File: src/rtl/chan_mode_pkg.sv
package chan_mode_pkg;

  typedef enum logic [1:0] {
    MODE_UNPWR  = 2'd0,
    MODE_STBY   = 2'd1,
    MODE_SETTLE = 2'd2,
    MODE_NORM   = 2'd3
  } mode_t;

  // Mode the channel heads for, given the resynchronised controls.
  function automatic mode_t target_mode(input logic io_low, input logic core_low,
                                        input logic stby);
    if (io_low)              return MODE_UNPWR;
    else if (core_low || stby) return MODE_STBY;
    else                     return MODE_NORM;
  endfunction

  function automatic int unsigned max2(input int unsigned a, input int unsigned b);
    return (a > b) ? a : b;
  endfunction

endpackage

File: src/rtl/cm_sync2.sv
module cm_sync2 #(
  parameter int unsigned WIDTH = 3,
  parameter logic [WIDTH-1:0] RST_VAL = '1
) (
  input  logic             clk,
  input  logic             rst_n,
  input  logic [WIDTH-1:0] d,
  output logic [WIDTH-1:0] q
);
  for (genvar i = 0; i < WIDTH; i++) begin : g_bit
    logic meta_q, stab_q;
    always_ff @(posedge clk or negedge rst_n) begin
      if (!rst_n) begin
        meta_q <= RST_VAL[i];
        stab_q <= RST_VAL[i];
      end else begin
        meta_q <= d[i];
        stab_q <= meta_q;
      end
    end
    assign q[i] = stab_q;
  end
endmodule

File: src/rtl/cm_mode_fsm.sv
module cm_mode_fsm
  import chan_mode_pkg::*;
#(
  parameter int unsigned PWRUP_CYC  = 15000,
  parameter int unsigned SETTLE_CYC = 2000
) (
  input  logic  clk,
  input  logic  rst_n,
  input  logic  s_io_uv,
  input  logic  s_core_uv,
  input  logic  s_stby,
  output mode_t mode_q
);
  localparam int unsigned CNT_MAX = max2(PWRUP_CYC, SETTLE_CYC);
  localparam int unsigned CNT_W   = $clog2(CNT_MAX + 1);
  localparam logic [CNT_W-1:0] PW_LAST = CNT_W'(PWRUP_CYC - 1);
  localparam logic [CNT_W-1:0] ST_LAST = CNT_W'(SETTLE_CYC - 1);

  mode_t            mode_d;
  logic [CNT_W-1:0] cnt_q, cnt_d;
  logic             leave_stby;

  assign leave_stby = (target_mode(s_io_uv, s_core_uv, s_stby) == MODE_NORM);

  always_comb begin
    mode_d = mode_q;
    cnt_d  = cnt_q;
    unique case (mode_q)
      MODE_UNPWR: begin
        if (cnt_q == PW_LAST) begin
          mode_d = MODE_STBY;
          cnt_d  = '0;
        end else begin
          cnt_d = cnt_q + 1'b1;
        end
      end
      MODE_STBY: begin
        if (leave_stby) begin
          mode_d = MODE_SETTLE;
          cnt_d  = '0;
        end
      end
      MODE_SETTLE: begin
        if (!leave_stby) begin
          mode_d = MODE_STBY;
          cnt_d  = '0;
        end else if (cnt_q == ST_LAST) begin
          mode_d = MODE_NORM;
          cnt_d  = '0;
        end else begin
          cnt_d = cnt_q + 1'b1;
        end
      end
      MODE_NORM: begin
        if (!leave_stby) mode_d = MODE_STBY;
      end
      default: mode_d = MODE_UNPWR;
    endcase
    if (s_io_uv) begin
      mode_d = MODE_UNPWR;
      cnt_d  = '0;
    end
  end

  always_ff @(posedge clk or negedge rst_n) begin
    if (!rst_n) begin
      mode_q <= MODE_UNPWR;
      cnt_q  <= '0;
    end else begin
      mode_q <= mode_d;
      cnt_q  <= cnt_d;
    end
  end

  // a seen I/O undervoltage always lands in the unpowered mode
  assert_io_uv_unpwr_R5: assert property (@(posedge clk) disable iff (!rst_n)
    s_io_uv |=> mode_q == MODE_UNPWR);

  // a seen core undervoltage never allows settling or normal next
  assert_core_uv_blocks_R4: assert property (@(posedge clk) disable iff (!rst_n)
    s_core_uv |=> (mode_q == MODE_UNPWR || mode_q == MODE_STBY));

  // normal is only ever entered from settling
  assert_norm_via_settle_R6: assert property (@(posedge clk) disable iff (!rst_n)
    (mode_q == MODE_NORM && $past(mode_q) != MODE_NORM) |-> $past(mode_q) == MODE_SETTLE);

  // standby is entered from unpowered only at the end of the power-up count
  assert_pwrup_done_R8: assert property (@(posedge clk) disable iff (!rst_n)
    (mode_q == MODE_STBY && $past(mode_q) == MODE_UNPWR) |-> $past(cnt_q) == PW_LAST);

  // the settling counter never passes its last value
  assert_settle_bound_R6: assert property (@(posedge clk) disable iff (!rst_n)
    mode_q == MODE_SETTLE |-> cnt_q <= ST_LAST);
endmodule

File: src/rtl/cm_io_steer.sv
module cm_io_steer
  import chan_mode_pkg::*;
(
  input  mode_t mode,
  input  logic  rx_level,
  input  logic  wake_level,
  output logic  drv_en,
  output logic  bias_en,
  output logic  rxd_out,
  output logic  rxd_pp_en
);
  always_comb begin
    drv_en    = 1'b0;
    bias_en   = 1'b0;
    rxd_out   = 1'b1;
    rxd_pp_en = 1'b0;
    unique case (mode)
      MODE_NORM: begin
        drv_en    = 1'b1;
        bias_en   = 1'b1;
        rxd_out   = rx_level;
        rxd_pp_en = 1'b1;
      end
      MODE_SETTLE: begin
        bias_en = 1'b1;
      end
      MODE_STBY: begin
        rxd_out   = wake_level;
        rxd_pp_en = ~wake_level;
      end
      default: ;
    endcase
  end

  // when the pin is driven outside normal mode it is only ever driven low
  always_comb begin
    if (mode != MODE_NORM && rxd_pp_en)
      assert_pp_low_only_R3: assert (rxd_out == 1'b0);
  end
endmodule

File: src/rtl/chan_mode_ctrl.sv
module chan_mode_ctrl
  import chan_mode_pkg::*;
#(
  parameter int unsigned PWRUP_CYC  = 15000,
  parameter int unsigned SETTLE_CYC = 2000
) (
  input  logic       clk,
  input  logic       rst_n,
  input  logic       stby_req,
  input  logic       core_uv,
  input  logic       io_uv,
  input  logic       rx_level,
  input  logic       wake_level,
  output logic [1:0] mode,
  output logic       drv_en,
  output logic       bias_en,
  output logic       rxd_out,
  output logic       rxd_pp_en
);
  logic [2:0] raw_ctl, syn_ctl;
  logic       s_io_uv, s_core_uv, s_stby;
  mode_t      cur_mode;

  assign raw_ctl = {io_uv, core_uv, stby_req};

  cm_sync2 #(.WIDTH(3), .RST_VAL(3'b111)) u_sync (
    .clk(clk), .rst_n(rst_n), .d(raw_ctl), .q(syn_ctl)
  );

  assign {s_io_uv, s_core_uv, s_stby} = syn_ctl;

  cm_mode_fsm #(.PWRUP_CYC(PWRUP_CYC), .SETTLE_CYC(SETTLE_CYC)) u_fsm (
    .clk(clk), .rst_n(rst_n),
    .s_io_uv(s_io_uv), .s_core_uv(s_core_uv), .s_stby(s_stby),
    .mode_q(cur_mode)
  );

  cm_io_steer u_steer (
    .mode(cur_mode), .rx_level(rx_level), .wake_level(wake_level),
    .drv_en(drv_en), .bias_en(bias_en), .rxd_out(rxd_out), .rxd_pp_en(rxd_pp_en)
  );

  assign mode = cur_mode;

  // the driver is enabled only after the synchronised controls all read low
  assert_drv_needs_clear_R2: assert property (@(posedge clk) disable iff (!rst_n)
    drv_en |-> ($past(s_stby) == 1'b0 && $past(s_core_uv) == 1'b0 && $past(s_io_uv) == 1'b0));

  // the mode cannot leave standby unless the synchronised request was low
  assert_sync_gates_R9: assert property (@(posedge clk) disable iff (!rst_n)
    ($past(mode) == 2'd1 && mode == 2'd2) |-> $past(s_stby) == 1'b0);
endmodule

File: config.mk
export PLATFORM = sky130hd
export DESIGN_NAME = chan_mode_ctrl
export DESIGN_NICKNAME = d
export VERILOG_FILES = /design/src/rtl/chan_mode_pkg.sv /design/src/rtl/cm_sync2.sv /design/src/rtl/cm_mode_fsm.sv /design/src/rtl/cm_io_steer.sv /design/src/rtl/chan_mode_ctrl.sv
export SDC_FILE = /design/constraint.sdc
export NUM_CORES = 1
export LEC_CHECK = 0
export ABC_AREA = 1
export BUFFER_PORTS_ARGS = -buffer_cell sky130_fd_sc_hd__buf_4
export CORE_ASPECT_RATIO = 2
export CORE_UTILIZATION = 39
export DETAILED_ROUTE_END_ITERATION = 8
export GPL_TIMING_DRIVEN = 0
export PLACE_DENSITY = 0.67
export SETUP_SLACK_MARGIN = 0.02
export SLEW_MARGIN = 5
export SYNTH_ARGS = -nofsm -noshare
export SYNTH_HDL_FRONTEND = slang
export SYNTH_SLANG_ARGS = --single-unit
File: constraint.sdc
create_clock -name clk -period 4.6 [get_ports clk]
set_input_delay 0.23 -clock clk [delete_from_list [all_inputs] [get_ports clk]]
set_output_delay 0.23 -clock clk [all_outputs]
set_load 0.03 [all_outputs]
==> summary.md <==
| Metric | Value |
|---|---|
| Status | finished, violations left |
| Failing checks | design-rule violations |
| Clock network power share | 27.4% |
| Fin. Hold Viols | 0 |
| Largest net degree at the start of global routing | 23 |
| Minimum clock period | 1.890 ns |
| Total grt overflow | 0 |
| Switching pwr | 0.2532 mW |
| Worst setup margin | 2.710 ns |
| Share of layout cells above drive strength 1 | 20.21% |
| Final Core Density | 47.89% |
| Hold_sp | core_uv |
| Ant. Diodes | 0 |
| Core footprint | 0.003229 mm2 |
| First-pass GRT wire length | 4864 um |
| Dpl hpwl | 2135 um |
| YS warnings | 0 |
| Switch share | 37.89% |
| Die Span X | 43.39 um |
| I/O pins | 13 |
| RR Endpoint | u_fsm.cnt_q[6]$_DFFE_PN0P_ |
| Hold Crit Depth | 1 |
| Final #Nets | 206 |
| Clock Skews | 0.003103 ns |
| Post-synthesis register bit count | 22 |
| Row cnt | 29 |
| Total GRT Usage | 17.86% |
| Comb pwr share | 37.3% |
| Smallest hold slack | 0.06343 ns |
| Sequential share of power | 35.3% |
| Initial antenna violation count | 0 |
| Worst-case reg-to-reg path depth | 9 |
| Pwr dens | 432.1 mW/mm2 |
| PostCTS Resize Cnt | 0 |
| Via count | 1098 |
| Worst-Margin Slew | 0.4447 ns |
| # setup viols final | 0 |
| Htree depth | 1 |
| Synth cell types | 23 |
| Post-synthesis cell count | 176 |
| RSZ-0062 raised after global routing | no |
| Critical path buffers and inverters | 2 |
| Critical path, cell by cell | inv_1 > ha_1 > nor2_1 > nand2_1 > nand2_2 > clkinv_1 > nand2_1 > xor2_1 > nor2_1 |
| Post-DRT Antenna Nets | 0 |
| DP Cell Count | 219 |
| CTS root buf | clkbuf_8 |
| Final Power | 0.6683 mW |
| Design internal power | 0.4151 mW |
| WL/cell | 12.58 um |
| Syn Area/Cell | 7.593 um2 |
| Gpl congestion | 0.8115 |
| Post-synthesis sequential area ratio | 41.76% |
| Crit start category | flop |
| Maximum vdd drop | 0.1498 mV |
| Max_cap viols | 0 |
| Maximum fanout along the worst path | 9 |
| Final Max Slew Viols | 0 |
| Initial DRC Count | 28 |
| Hold Crit Endpoint | u_sync.g_bit[1].meta_q$_DFF_PN1_ |
| CP endpoint kind | flop |
| Tcrit/Tclk final | 41.09% |
| Crit path kind | reg2reg |
| Pre-Repair DR Iteration Count | 6 |
| Drt total wl | 2817 um |
| Post-Place Worst Slack | 2.732 ns |
| Clk_lat worst skew | 0.27 ns |
| Worst hold path type | in2reg |
| Critical Path Max Stage Delay | 0.43 ns |
| Vias in the first global route | 1127 |
| Synthesized net count | 188 |
| Clk sinks | 22 |
| CTS tree | done |
| Die area | 0.003679 mm2 |
| Placed cell area | 0.001465 mm2 |
| Vias/cell | 4.902 |
| DRC viols | 4 |
| Worst slew margin | 70.13% |
| Crit-path slowest cell | dfrtp_1 |
| Worst-path clk slew | 0.08 ns |
| Leak | 0.7281 nW |
| Flop2flop setup slack | 2.71 ns |
| Syn Std Cell Area | 0.001336 mm2 |
| Crit path required time | 4.75 ns |
| Setup TNS | 0 ns |
| CTS Buf Count | 3 |
| Clk buf depth | 2 |
| Critical R2R Launch | u_fsm.mode_q[1]$_DFFE_PN0P_ |
| Final cell count without fillers | 224 |
| Buffers added on ports | 12 |
| Area Growth Syn to Fin | 15.73% |
| Final non-filler cell area | 0.001546 mm2 |
| CP arrival | 2.04 ns |
| Max Freq | 529.1 MHz |
| Family with the most delay on the worst path | simple AND/OR/NAND/NOR gates |
| Die Span Y | 84.78 um |
| Starting Density | 41.38% |
[metal layers]
metal  global-route usage, %  routed length (um)  part of all wire (%)
met1                   18.44                1081                    38
met2                   32.51                1585                    56
met3                   1.935                  57                   2.0
met4                   10.80                  92                   3.3
met5                       0                   0                     0
[synthesized netlist by cell type]
| cell type | instances | share of area, % |
|---|---|---|
| nand2_1 | 46 | 13 |
| nor2_1 | 26 | 7.3 |
| inv_1 | 23 | 6.5 |
| dfrtp_1 | 16 | 30 |
| nand3_1 | 10 | 3.7 |
| dfstp_2 | 6 | 12 |
| nand4_1 | 6 | 2.8 |
| o21ai_0 | 6 | 2.2 |
| xor2_1 | 6 | 3.9 |
| ha_1 | 5 | 4.7 |
| inv_2 | 4 | 1.1 |
| nand2_2 | 4 | 1.9 |
| nor3_1 | 4 | 1.5 |
| nand3_2 | 2 | 1.5 |
| nor2_2 | 2 | 0.94 |
| nor2_4 | 2 | 1.7 |
| o211ai_1 | 2 | 1.1 |
| a21oi_4 | 1 | 1.2 |
| buf_6 | 1 | 0.84 |
| clkinv_1 | 1 | 0.28 |
| nand2_4 | 1 | 0.84 |
| nand3b_1 | 1 | 0.56 |
| xnor2_1 | 1 | 0.66 |
[cell families (layout without fill, tap and decap cells)]
family | Yosys count | count (layout) | synth area share [%]
compound gates | 9 | 9 | 4.588
xor+xnor | 7 | 7 | 4.588
flops | 22 | 22 | 41.76
simple gates | 104 | 104 | 35.67
buf+inv | 29 | 46 | 8.707
fa+ha+maj | 5 | 5 | 4.682
[registers in the layout, summed over array words and instances, names as in the netlist]
name and cells:
u_fsm.cnt_q 14, u_fsm.mode_q 2, u_sync.g_bit.meta_q 3, u_sync.g_bit.stab_q 3
[power by group through the flow]
stage	Sequential (mW)	Clock, mW	Combinational, mW
final	0.236	0.183	0.249
after global placement	0.239	0	0.249
after CTS	0.236	0.186	0.253
after detailed placement	0.239	0	0.251
after floorplan	0.246	0	0.168
after global routing	0.239	0.197	0.273
[how the worst max path moves through the flow]
stage / endpoint / from / slack [ns] / depth (start not counted)
floorplan: rxd_pp_en / u_fsm.mode_q[1]$_DFFE_PN0P_ / 2.79 / 4
global placement: u_fsm.cnt_q[6]$_DFFE_PN0P_ / u_fsm.mode_q[1]$_DFFE_PN0P_ / 2.74 / 9
detailed placement: u_fsm.cnt_q[6]$_DFFE_PN0P_ / u_fsm.mode_q[1]$_DFFE_PN0P_ / 2.73 / 9
CTS: u_fsm.cnt_q[6]$_DFFE_PN0P_ / u_fsm.mode_q[1]$_DFFE_PN0P_ / 2.71 / 9
global route: u_fsm.cnt_q[6]$_DFFE_PN0P_ / u_fsm.mode_q[1]$_DFFE_PN0P_ / 2.58 / 9
finish: u_fsm.cnt_q[6]$_DFFE_PN0P_ / u_fsm.mode_q[1]$_DFFE_PN0P_ / 2.71 / 9
[final cells by class]
class | instances | area [um2]
clock buffers | 3 | 41.29
clock inverters | 1 | 30.03
fillers | 328 | 1683
well taps | 31 | 38.79
flip-flops and latches | 22 | 558.0
multi-input cells | 125 | 661.9
inverters | 28 | 105.1
repair buffers | 13 | 100.1
plain buffers | 1 | 11.26
[cell usage in the layout, fill, tap and decap left out]
| cell type | Yosys | final |
|---|---|---|
| inv_1 | 23 | 23 |
| dfstp_2 | 6 | 6 |
| xnor2_1 | 1 | 1 |
| inv_2 | 4 | 4 |
| nor3_1 | 4 | 4 |
| nand4_1 | 6 | 6 |
| o21ai_0 | 6 | 6 |
| buf_6 | 1 | 1 |
| nand2_2 | 4 | 4 |
| xor2_1 | 6 | 6 |
| dfrtp_1 | 16 | 16 |
| nor2_1 | 26 | 26 |
| buf_4 | 0 | 12 |
| dlygate4sd3_1 | 0 | 1 |
| clkinv_1 | 1 | 1 |
| nor2_4 | 2 | 2 |
| bufinv_16 | 0 | 1 |
| nand2_1 | 46 | 46 |
| nand3b_1 | 1 | 1 |
| nand3_1 | 10 | 10 |
| clkbuf_8 | 0 | 3 |
| nand2_4 | 1 | 1 |
| nor2_2 | 2 | 2 |
| ha_1 | 5 | 5 |
| nand3_2 | 2 | 2 |
| a21oi_4 | 1 | 1 |
| o211ai_1 | 2 | 2 |
[timing repair]
item	CTS	global route
hold buffers	1	0
setup endpoints to repair	0	0
setup buffers	0	0
endpoints found under the hold margin	16	0
No activity file was read; power rests on OpenSTA's default activity.
